==> src/rtl/dlw_pkg.sv <==
package dlw_pkg;
  typedef enum logic [1:0] {
    ST_IDLE,
    ST_PREP,
    ST_SCAN,
    ST_DONE
  } sel_state_e;
endpackage

==> src/rtl/dlw_epoch_timer.sv <==
module dlw_epoch_timer #(
  parameter int EPOCH_CYCLES = 1000
) (
  input  logic clk_i,
  input  logic rst_ni,
  output logic tick_o
);
  localparam int EP_W = $clog2(EPOCH_CYCLES);

  logic [EP_W-1:0] cnt_q;

  assign tick_o = (cnt_q == EP_W'(EPOCH_CYCLES - 1));

  always_ff @(posedge clk_i or negedge rst_ni) begin
    if (!rst_ni)     cnt_q <= '0;
    else if (tick_o) cnt_q <= '0;
    else             cnt_q <= cnt_q + EP_W'(1);
  end
endmodule

==> src/rtl/dlw_mlp_est.sv <==
module dlw_mlp_est #(
  parameter int NUM_CORES = 4,
  parameter int MISS_W    = 16,
  localparam int CORE_W   = $clog2(NUM_CORES + 1)
) (
  input  logic [NUM_CORES-1:0][MISS_W-1:0] core_miss_i,
  output logic [CORE_W-1:0]                mlp_o
);
  logic [CORE_W-1:0] active;

  always_comb begin
    active = '0;
    for (int c = 0; c < NUM_CORES; c++)
      active = active + CORE_W'(core_miss_i[c] != '0);
  end

  // floor of one keeps the budget nonzero when no core missed
  assign mlp_o = (active == '0) ? CORE_W'(1) : active;
endmodule

==> src/rtl/dlw_cand_eval.sv <==
module dlw_cand_eval #(
  parameter int MISS_W  = 16,
  parameter int LAT_W   = 10,
  parameter int EN_W    = 16,
  parameter int CNT_W   = 4,
  parameter int BUD_W   = 32,
  parameter int CORE_W  = 3,
  localparam int CMP_W  = ((MISS_W + LAT_W) > (BUD_W + CORE_W) ? (MISS_W + LAT_W) : (BUD_W + CORE_W)) + 1,
  localparam int SAVE_W = EN_W + MISS_W + 2
) (
  input  logic [CNT_W-1:0]         k_i,
  input  logic [MISS_W-1:0]        extra_i,
  input  logic [LAT_W-1:0]         lat_i,
  input  logic [EN_W-1:0]          way_save_i,
  input  logic [EN_W-1:0]          access_energy_i,
  input  logic [BUD_W-1:0]         budget_i,
  input  logic [CORE_W-1:0]        mlp_i,
  output logic                     fits_o,
  output logic signed [SAVE_W-1:0] save_o
);
  logic [CMP_W-1:0]  cost_w, room_w;
  logic [SAVE_W-1:0] gain_w, loss_w;

  // cost/mlp < budget  <=>  cost < budget*mlp
  assign cost_w = CMP_W'(extra_i) * CMP_W'(lat_i);
  assign room_w = CMP_W'(budget_i) * CMP_W'(mlp_i);
  assign fits_o = cost_w < room_w;

  assign gain_w = SAVE_W'(k_i) * SAVE_W'(way_save_i);
  assign loss_w = SAVE_W'(access_energy_i) * SAVE_W'(extra_i);
  assign save_o = $signed(gain_w - loss_w);
endmodule

==> src/rtl/dlw_way_mask.sv <==
module dlw_way_mask #(
  parameter int NUM_WAYS    = 16,
  parameter int STATIC_WAYS = 2,
  parameter int CNT_W       = 4
) (
  input  logic [CNT_W-1:0]    dyn_i,
  output logic [NUM_WAYS-1:0] mask_o
);
  for (genvar g = 0; g < NUM_WAYS; g++) begin : g_bit
    if (g >= NUM_WAYS - STATIC_WAYS) begin : g_static
      assign mask_o[g] = 1'b1;
    end else begin : g_dyn
      assign mask_o[g] = (32'(g) + 32'(dyn_i)) >= 32'(NUM_WAYS - STATIC_WAYS);
    end
  end
endmodule

==> src/rtl/dlw_count_sel.sv <==
module dlw_count_sel
  import dlw_pkg::*;
#(
  parameter int NUM_WAYS     = 16,
  parameter int STATIC_WAYS  = 2,
  parameter int NUM_CORES    = 4,
  parameter int MISS_W       = 16,
  parameter int LAT_W        = 10,
  parameter int EN_W         = 16,
  parameter int LIM_W        = 7,
  parameter int EPOCH_CYCLES = 50_000_000,
  localparam int MAX_DYN     = NUM_WAYS - STATIC_WAYS,
  localparam int CNT_W       = $clog2(MAX_DYN + 1)
) (
  input  logic                             clk_i,
  input  logic                             rst_ni,
  input  logic                             limit_we_i,
  input  logic [LIM_W-1:0]                 limit_wdata_i,
  input  logic [MAX_DYN:1][MISS_W-1:0]     extra_miss_i,
  input  logic [NUM_CORES-1:0][MISS_W-1:0] core_miss_i,
  input  logic [LAT_W-1:0]                 miss_lat_i,
  input  logic [EN_W-1:0]                  way_save_i,
  input  logic [EN_W-1:0]                  access_energy_i,
  output logic [CNT_W-1:0]                 dyn_ways_o,
  output logic [NUM_WAYS-1:0]              off_mask_o,
  output logic                             step_up_o,
  output logic                             step_down_o,
  output logic                             done_o
);
  localparam int EP_W   = $clog2(EPOCH_CYCLES + 1);
  localparam int BUD_W  = LIM_W + EP_W;
  localparam int CORE_W = $clog2(NUM_CORES + 1);
  localparam int SAVE_W = EN_W + MISS_W + 2;

  sel_state_e                       state_q;
  logic [LIM_W-1:0]                 limit_q;
  logic [MAX_DYN:1][MISS_W-1:0]     extra_q;
  logic [NUM_CORES-1:0][MISS_W-1:0] core_q;
  logic [BUD_W-1:0]                 budget_q, bud_prod, bud_div;
  logic [CORE_W-1:0]                mlp_q, mlp_w;
  logic [CNT_W-1:0]                 k_q, best_k_q, dyn_q;
  logic signed [SAVE_W-1:0]         best_save_q, save_w;
  logic                             fits_w, tick_w;
  logic                             done_q, up_q, down_q;

  dlw_epoch_timer #(.EPOCH_CYCLES(EPOCH_CYCLES)) timer_i (
    .clk_i (clk_i),
    .rst_ni(rst_ni),
    .tick_o(tick_w)
  );

  dlw_mlp_est #(.NUM_CORES(NUM_CORES), .MISS_W(MISS_W)) mlp_i (
    .core_miss_i(core_q),
    .mlp_o      (mlp_w)
  );

  dlw_cand_eval #(
    .MISS_W(MISS_W), .LAT_W(LAT_W), .EN_W(EN_W), .CNT_W(CNT_W),
    .BUD_W(BUD_W), .CORE_W(CORE_W)
  ) eval_i (
    .k_i            (k_q),
    .extra_i        (extra_q[k_q]),
    .lat_i          (miss_lat_i),
    .way_save_i     (way_save_i),
    .access_energy_i(access_energy_i),
    .budget_i       (budget_q),
    .mlp_i          (mlp_q),
    .fits_o         (fits_w),
    .save_o         (save_w)
  );

  dlw_way_mask #(.NUM_WAYS(NUM_WAYS), .STATIC_WAYS(STATIC_WAYS), .CNT_W(CNT_W)) mask_i (
    .dyn_i (dyn_q),
    .mask_o(off_mask_o)
  );

  // percent limit to epoch-cycle budget, once per evaluation
  assign bud_prod = BUD_W'(limit_q) * BUD_W'(EPOCH_CYCLES);
  assign bud_div  = bud_prod / BUD_W'(100);

  always_ff @(posedge clk_i or negedge rst_ni) begin
    if (!rst_ni) begin
      state_q     <= ST_IDLE;
      limit_q     <= '0;
      extra_q     <= '0;
      core_q      <= '0;
      budget_q    <= '0;
      mlp_q       <= CORE_W'(1);
      k_q         <= CNT_W'(1);
      best_k_q    <= '0;
      best_save_q <= '0;
      dyn_q       <= '0;
      done_q      <= 1'b0;
      up_q        <= 1'b0;
      down_q      <= 1'b0;
    end else begin
      done_q <= 1'b0;
      up_q   <= 1'b0;
      down_q <= 1'b0;
      if (limit_we_i) limit_q <= limit_wdata_i;
      unique case (state_q)
        ST_IDLE: if (tick_w) begin
          extra_q <= extra_miss_i;
          core_q  <= core_miss_i;
          state_q <= ST_PREP;
        end
        ST_PREP: begin
          budget_q    <= bud_div;
          mlp_q       <= mlp_w;
          k_q         <= CNT_W'(1);
          best_k_q    <= '0;   // zero ways: fallback, gain 0
          best_save_q <= '0;
          state_q     <= ST_SCAN;
        end
        ST_SCAN: begin
          if (fits_w && (save_w > best_save_q)) begin
            best_k_q    <= k_q;
            best_save_q <= save_w;
          end
          if (k_q == CNT_W'(MAX_DYN)) state_q <= ST_DONE;
          else                        k_q     <= k_q + CNT_W'(1);
        end
        ST_DONE: begin
          dyn_q   <= best_k_q;
          done_q  <= 1'b1;
          up_q    <= best_k_q > dyn_q;
          down_q  <= best_k_q < dyn_q;
          state_q <= ST_IDLE;
        end
        default: state_q <= ST_IDLE;
      endcase
    end
  end

  assign dyn_ways_o  = dyn_q;
  assign step_up_o   = up_q;
  assign step_down_o = down_q;
  assign done_o      = done_q;
endmodule

==> config.mk <==
export PLATFORM = sky130hd
export DESIGN_NAME = dlw_count_sel
export DESIGN_NICKNAME = d
export VERILOG_FILES = /design/src/rtl/dlw_pkg.sv /design/src/rtl/dlw_epoch_timer.sv /design/src/rtl/dlw_mlp_est.sv /design/src/rtl/dlw_cand_eval.sv /design/src/rtl/dlw_way_mask.sv /design/src/rtl/dlw_count_sel.sv
export SDC_FILE = /design/constraint.sdc
export NUM_CORES = 2
export LEC_CHECK = 0
export BUFFER_PORTS_ARGS = -buffer_cell sky130_fd_sc_hd__clkbuf_2
export CORE_MARGIN = 5
export CORE_UTILIZATION = 60
export CTS_CLUSTER_DIAMETER = 80
export DETAILED_ROUTE_END_ITERATION = 8
export GPL_ROUTABILITY_DRIVEN = 0
export GPL_TIMING_DRIVEN = 0
export PLACE_DENSITY = 0.8
export SLEW_MARGIN = 0
export SYNTH_ARGS = -nofsm -noshare
export SYNTH_HDL_FRONTEND = slang
export SYNTH_HIERARCHICAL = 1
export SYNTH_SLANG_ARGS = --single-unit
==> constraint.sdc <==
create_clock -name clk_i -period 55.3 [get_ports clk_i]
set_clock_uncertainty 0.05 [all_clocks]
set_input_delay 2.765 -clock clk_i [delete_from_list [all_inputs] [get_ports clk_i]]
set_output_delay 2.765 -clock clk_i [all_outputs]
set_load 0.01 [all_outputs]
# Word-level counts from Yosys, hierarchy flattened
# Index checks and enable logic that the tools add are counted.
# totals
elab_cells,111
regBits,408
output_inout_bits,23
in_bits,340
# classes
n_div,1
n_eq_ne,9
reduce_logical,12
n_mux,16
order_cmp,19
n_addsub,19
multipliers,5
# ops
operator,n
>= comparator 32 x 4 -> 1 bit (second input constant),13
case mux 34 bit (2 select lines),1
binary-select mux 16 bit (select 4 bit),1
nonzero test 16 bit,4
< comparator 26 x 36 -> 1 bit,1
multiplier 33 x 3 -> 36 bit,1
greater-than comparator 34 bit,1
two-way mux 34 bit,1
divider 33 x 7 -> 33 bit (second input constant),1
subtractor 20 x 32 -> 33 bit,1
multiplier 16 x 16 -> 32 bit,1
adder 4 x 4 -> 5 bit (first input constant),6
adder 26 x 1 -> 26 bit (second input constant),1
== test 26 bit (second input constant),1
multiplier 16 x 10 -> 26 bit,1
multiplier 7 x 19 -> 26 bit (second input constant),1
two-way mux 26 bit,1
adder 3 x 4 -> 5 bit (first input constant),4
multiplier 4 x 16 -> 20 bit,1
two-way mux 16 bit,1
case mux 4 bit (2 select lines),2
adder 2 x 4 -> 5 bit (first input constant),2
two-way mux 4 bit,2
!= test 2 bit (second input constant),4
other kinds (20),28

# Longest topological paths before layout
# logic_depth
ltp_word,8
mapped_depth,95

# Modules after synthesis
# The synthesis kept the hierarchy.
# modules_own_cells
module,area_per_inst_um2,instances,cells_per_inst
dlw_count_sel,26181.4,1,2515
dlw_cand_eval,19424.9,1,2313
dlw_epoch_timer,1337.5,1,134
dlw_way_mask,424.2,1,56
dlw_mlp_est,181.4,1,25

# Worst setup path after synthesis
# No wires, ideal clock.
# synth_path
path_type,register to register
from,reg limit_q[2]
to,reg budget_q[0]
slack_ps,34415
path_buffers,8
arrival_time_ps,20714
required_ps,55129
synth_period_minus_slack_ps,20885
stages_incl_launch_ff,89
cell_sequence,dfrtp_1 > clkbuf_1 > inv_1 > fa_1 > inv_1 > fa_1 > fa_1 > inv_1 > fa_1 > inv_1 > ha_1 > clkbuf_1 > and3_1 > o2111ai_1 > a32o_1 > and2_1 > buf_2 > nor4_1 > (+53 left out) > buf_2 > ha_1 > and2_1 > nand3_1 > and3_1 > o211a_1 > o211ai_1 > nor2_1 > nand2b_2 > inv_4 > ha_1 > nand2_1 > xnor2_1 > a21oi_1 > or4b_2 > nand3_1 > a31oi_1 > o22a_1
# synth_between
elab_chain_len,2
# synth_rtl
item,line_no,source
"start, declared",dlw_count_sel.sv:36,logic [LIM_W-1:0] limit_q;
"start signal, assigned",dlw_count_sel.sv:100,if (limit_we_i) limit_q <= limit_wdata_i;
multiplier 7 x 19 -> 26 bit,dlw_count_sel.sv:78,assign bud_prod = BUD_W'(limit_q) * BUD_W'(EPOCH_CYCLES);
divider 33 x 7 -> 33 bit,dlw_count_sel.sv:79,assign bud_div = bud_prod / BUD_W'(100);
"end signal, assigned",dlw_count_sel.sv:108,budget_q <= bud_div;
"end, declared",dlw_count_sel.sv:39,"logic [BUD_W-1:0] budget_q, bud_prod, bud_div;"
# Every way passes these cells.
# A chain may end at the register's enable or synchronous reset.

# Final worst setup path
# Ends and elaborated chain as after synthesis.

==> impl_metrics.json <==
{
  "synth_flop_cell": "dfrtp_1",
  "hold_path_depth": 2,
  "cpMostUsedCell": "inv_1",
  "drive_gt1_frac": 0.177,
  "grt_overflow": 0,
  "core_sq_um": 78700,
  "worst_setup_path_end_kind": "flop",
  "slew_headroom": 0.249,
  "synth_area_leaders": "dfrtp_1 (21%), fa_1 (19%), ha_1 (9.6%)",
  "cts_made_buffers": 48,
  "port_buffers": 360,
  "cp.arrival_ps": 25710,
  "startpoint_type": "flop",
  "worstSetupPathType": "flop to flop",
  "drv_slew": 0,
  "reg2reg_slack_ps": 30030,
  "cts_tree": "yes",
  "yosys_warnings": 6,
  "synth_cells": 5043,
  "clk_pin_slew_worst_paths_ps": 60,
  "reg2regPathDepth": 85,
  "yosys.area.top_type": "dfrtp_1",
  "yosysMostFrequentCell": "inv_1",
  "critPathMaxStageDelay_ps": 620,
  "fmax_ghz": 0.0396,
  "postCtsSetupBuffers": 0,
  "grt_pass1_vias": 41000,
  "fin_crit_ps": 25270,
  "outcome": "finished, final reports clean",
  "hold_buffers": 0,
  "netlist.area_leader.share": 0.211,
  "cts_sinks": 402,
  "clock_latency_ps": 610,
  "crit_path_end": "budget_q[0]",
  "drc": 0,
  "cap_violations": 0,
  "drtIter0Drc": 3547,
  "rows": 103,
  "fillers": 6188,
  "yosysSeqAreaShare": 0.212,
  "wirelength_microns": 139000,
  "ant_nets": 0,
  "post-route-period-util": 0.457,
  "worst_slew_pin_slew_ps": 1130,
  "fin_nets": 6620,
  "synth_edf_count": 0,
  "die-height_microns": 292,
  "hold_violations": 0,
  "drtPass1Iterations": 9,
  "ctsHtreeMaxLevel": 2,
  "antenna_found_initial": 47,
  "hpwl_microns": 111000,
  "crit_fanout": 11,
  "avgSynthCellArea_sq_um": 9.43,
  "hold_class": "flop to flop",
  "synth_cell_types": 152,
  "worstReg2RegEnd": "budget_q[0]",
  "grt_pass1_wl_microns": 220000,
  "synth_common_cells": "inv_1 (650), nand2_1 (574), fa_1 (440)",
  "synth_area_sq_um": 47500,
  "cpMaxStageDelayCell": "or4b_2",
  "required_ps": 55740,
  "initial_utilization": 0.604,
  "post_drt_wl_per_cell_microns": 21.0,
  "grt_max_degree": 121,
  "async_reset_ff_frac": 1.00,
  "root_buffer": "clkbuf_16",
  "die_area_sq_um": 85000,
  "track_usage": 0.319,
  "vias": 40400,
  "synth_seq_cells": 402,
  "via_per_inst": 6.11,
  "area.growth.synth_to_final_pct": 10.5,
  "reg2reg_from": "limit_q[2]",
  "dieWidth_microns": 292,
  "worstSetupStartpoint": "limit_q[2]",
  "postCtsResizedCells": 0,
  "tns_ps": 0,
  "setup_viol": 0,
  "io_pins": 363,
  "clk_path_buf_depth": 3,
  "rsz0062_at_grt": "no"
}
## cells in the final DEF (no fill, tap or decap), types with 36 or more instances in the layout
master | synthesis | layout
a21o_1 | 61 | 61
nor2_1 | 165 | 165
fa_1 | 440 | 440
clkbuf_2 | 1 | 360
mux2i_1 | 62 | 62
nand3_1 | 121 | 121
diode_2 | 0 | 47
a21oi_1 | 174 | 174
inv_1 | 650 | 650
clkbuf_1 | 155 | 163
nor2b_1 | 36 | 36
xor2_1 | 44 | 44
mux4_2 | 48 | 48
nand4_1 | 47 | 47
o21a_1 | 41 | 41
mux2_2 | 320 | 320
o21ai_0 | 188 | 188
clkbuf_16 | 0 | 49
nand2_1 | 574 | 574
nor4_1 | 41 | 41
o211ai_1 | 42 | 42
and2_1 | 240 | 240
nor3_1 | 66 | 66
ha_1 | 366 | 366
xnor2_1 | 99 | 99
dfrtp_1 | 400 | 400
## kinds of logic (layout without fill, tap and decap cells)
logic type / count (synthesis) / count (layout) / share of synthesized area
other: 2 / 67 / 0.000158
flip-flops: 402 / 402 / 0.212
buffers and inverters: 860 / 1309 / 0.0699
adder cells (fa/ha/maj): 809 / 809 / 0.282
XOR/XNOR: 146 / 146 / 0.0274
AND/OR/NAND/NOR: 1488 / 1488 / 0.158
multiplexers: 434 / 434 / 0.113
AO/OA/AOI/OAI: 902 / 902 / 0.138
## layout make-up
| type | count | area (sq um) | share of cell area |
|---|---|---|---|
| Antenna cell | 47 | 118 | 0.00224 |
| Timing Repair Buffer | 363 | 1890 | 0.0360 |
| Clock inverter | 19 | 184 | 0.00350 |
| Buffer | 204 | 860 | 0.0164 |
| Tap cell | 1050 | 1310 | 0.0250 |
| Inverter | 656 | 2460 | 0.0469 |
| Multi-Input combinational cell | 3799 | 34200 | 0.652 |
| Clock buffer | 67 | 1390 | 0.0265 |
| Sequential cell | 402 | 10100 | 0.192 |
## worst min path at each step
| stage | end | from | slack, ps |
|---|---|---|---|
| floorplan | timer_i/cnt_q[9] | timer_i/cnt_q[9] | 410 |
| global placement | best_save_q[5] | best_save_q[5] | 430 |
| detailed placement | extra_q[86] | extra_q[86] | 440 |
| CTS | extra_q[86] | extra_q[86] | 450 |
| global route | extra_q[108] | extra_q[108] | 460 |
| finish | best_save_q[24] | best_save_q[24] | 450 |
## metal layers
| layer | up-vias | global-route usage | share of wire |
|---|---|---|---|
| met5 | - | 0 | 0.00053 |
| met1 | 19900 | 0.407 | 0.39 |
| li1 | 18200 | - | - |
| met3 | 477 | 0.0704 | 0.083 |
| met2 | 1782 | 0.511 | 0.47 |
| met4 | 10 | 0.173 | 0.060 |
## critical path: cells and delay by family (launching register included)
family          cells  cell delay, ps
fa+ha+maj           8            3250
mux                 2             980
simple gates       22            5420
compound gates     34           10500
buf+inv            13            2190
xor+xnor            6            2340
flops               1             380
## through the flow
stage | worst slack, ps | hold WS [ps] | cells | cell area (sq um) | util
finish | 30030 | 448 | 6607 | 52500 | 0.667
CTS | 30560 | 451 | 6560 | 52400 | 0.665
global route | 28000 | 460 | 6598 | 52500 | 0.667
global placement | 31020 | 430 | 6471 | 50700 | 0.644
floorplan | 34420 | 414 | 5061 | 47600 | -
detailed placement | 30680 | 437 | 6474 | 50800 | 0.645
## state kept, by name, indices dropped and copies added, names as in the netlist, 2 cells and up
signal and count:
extra_q 224, dyn_ways_o 4, best_save_q 34, mlp_q 3, best_k_q 4, core_q 64
state_q 2, limit_q 7, timer_i/cnt_q 26, k_q 4, budget_q 27
Power is not shown: default switching activity piles up to over one toggle a cycle in this logic, so the estimate is an artifact.
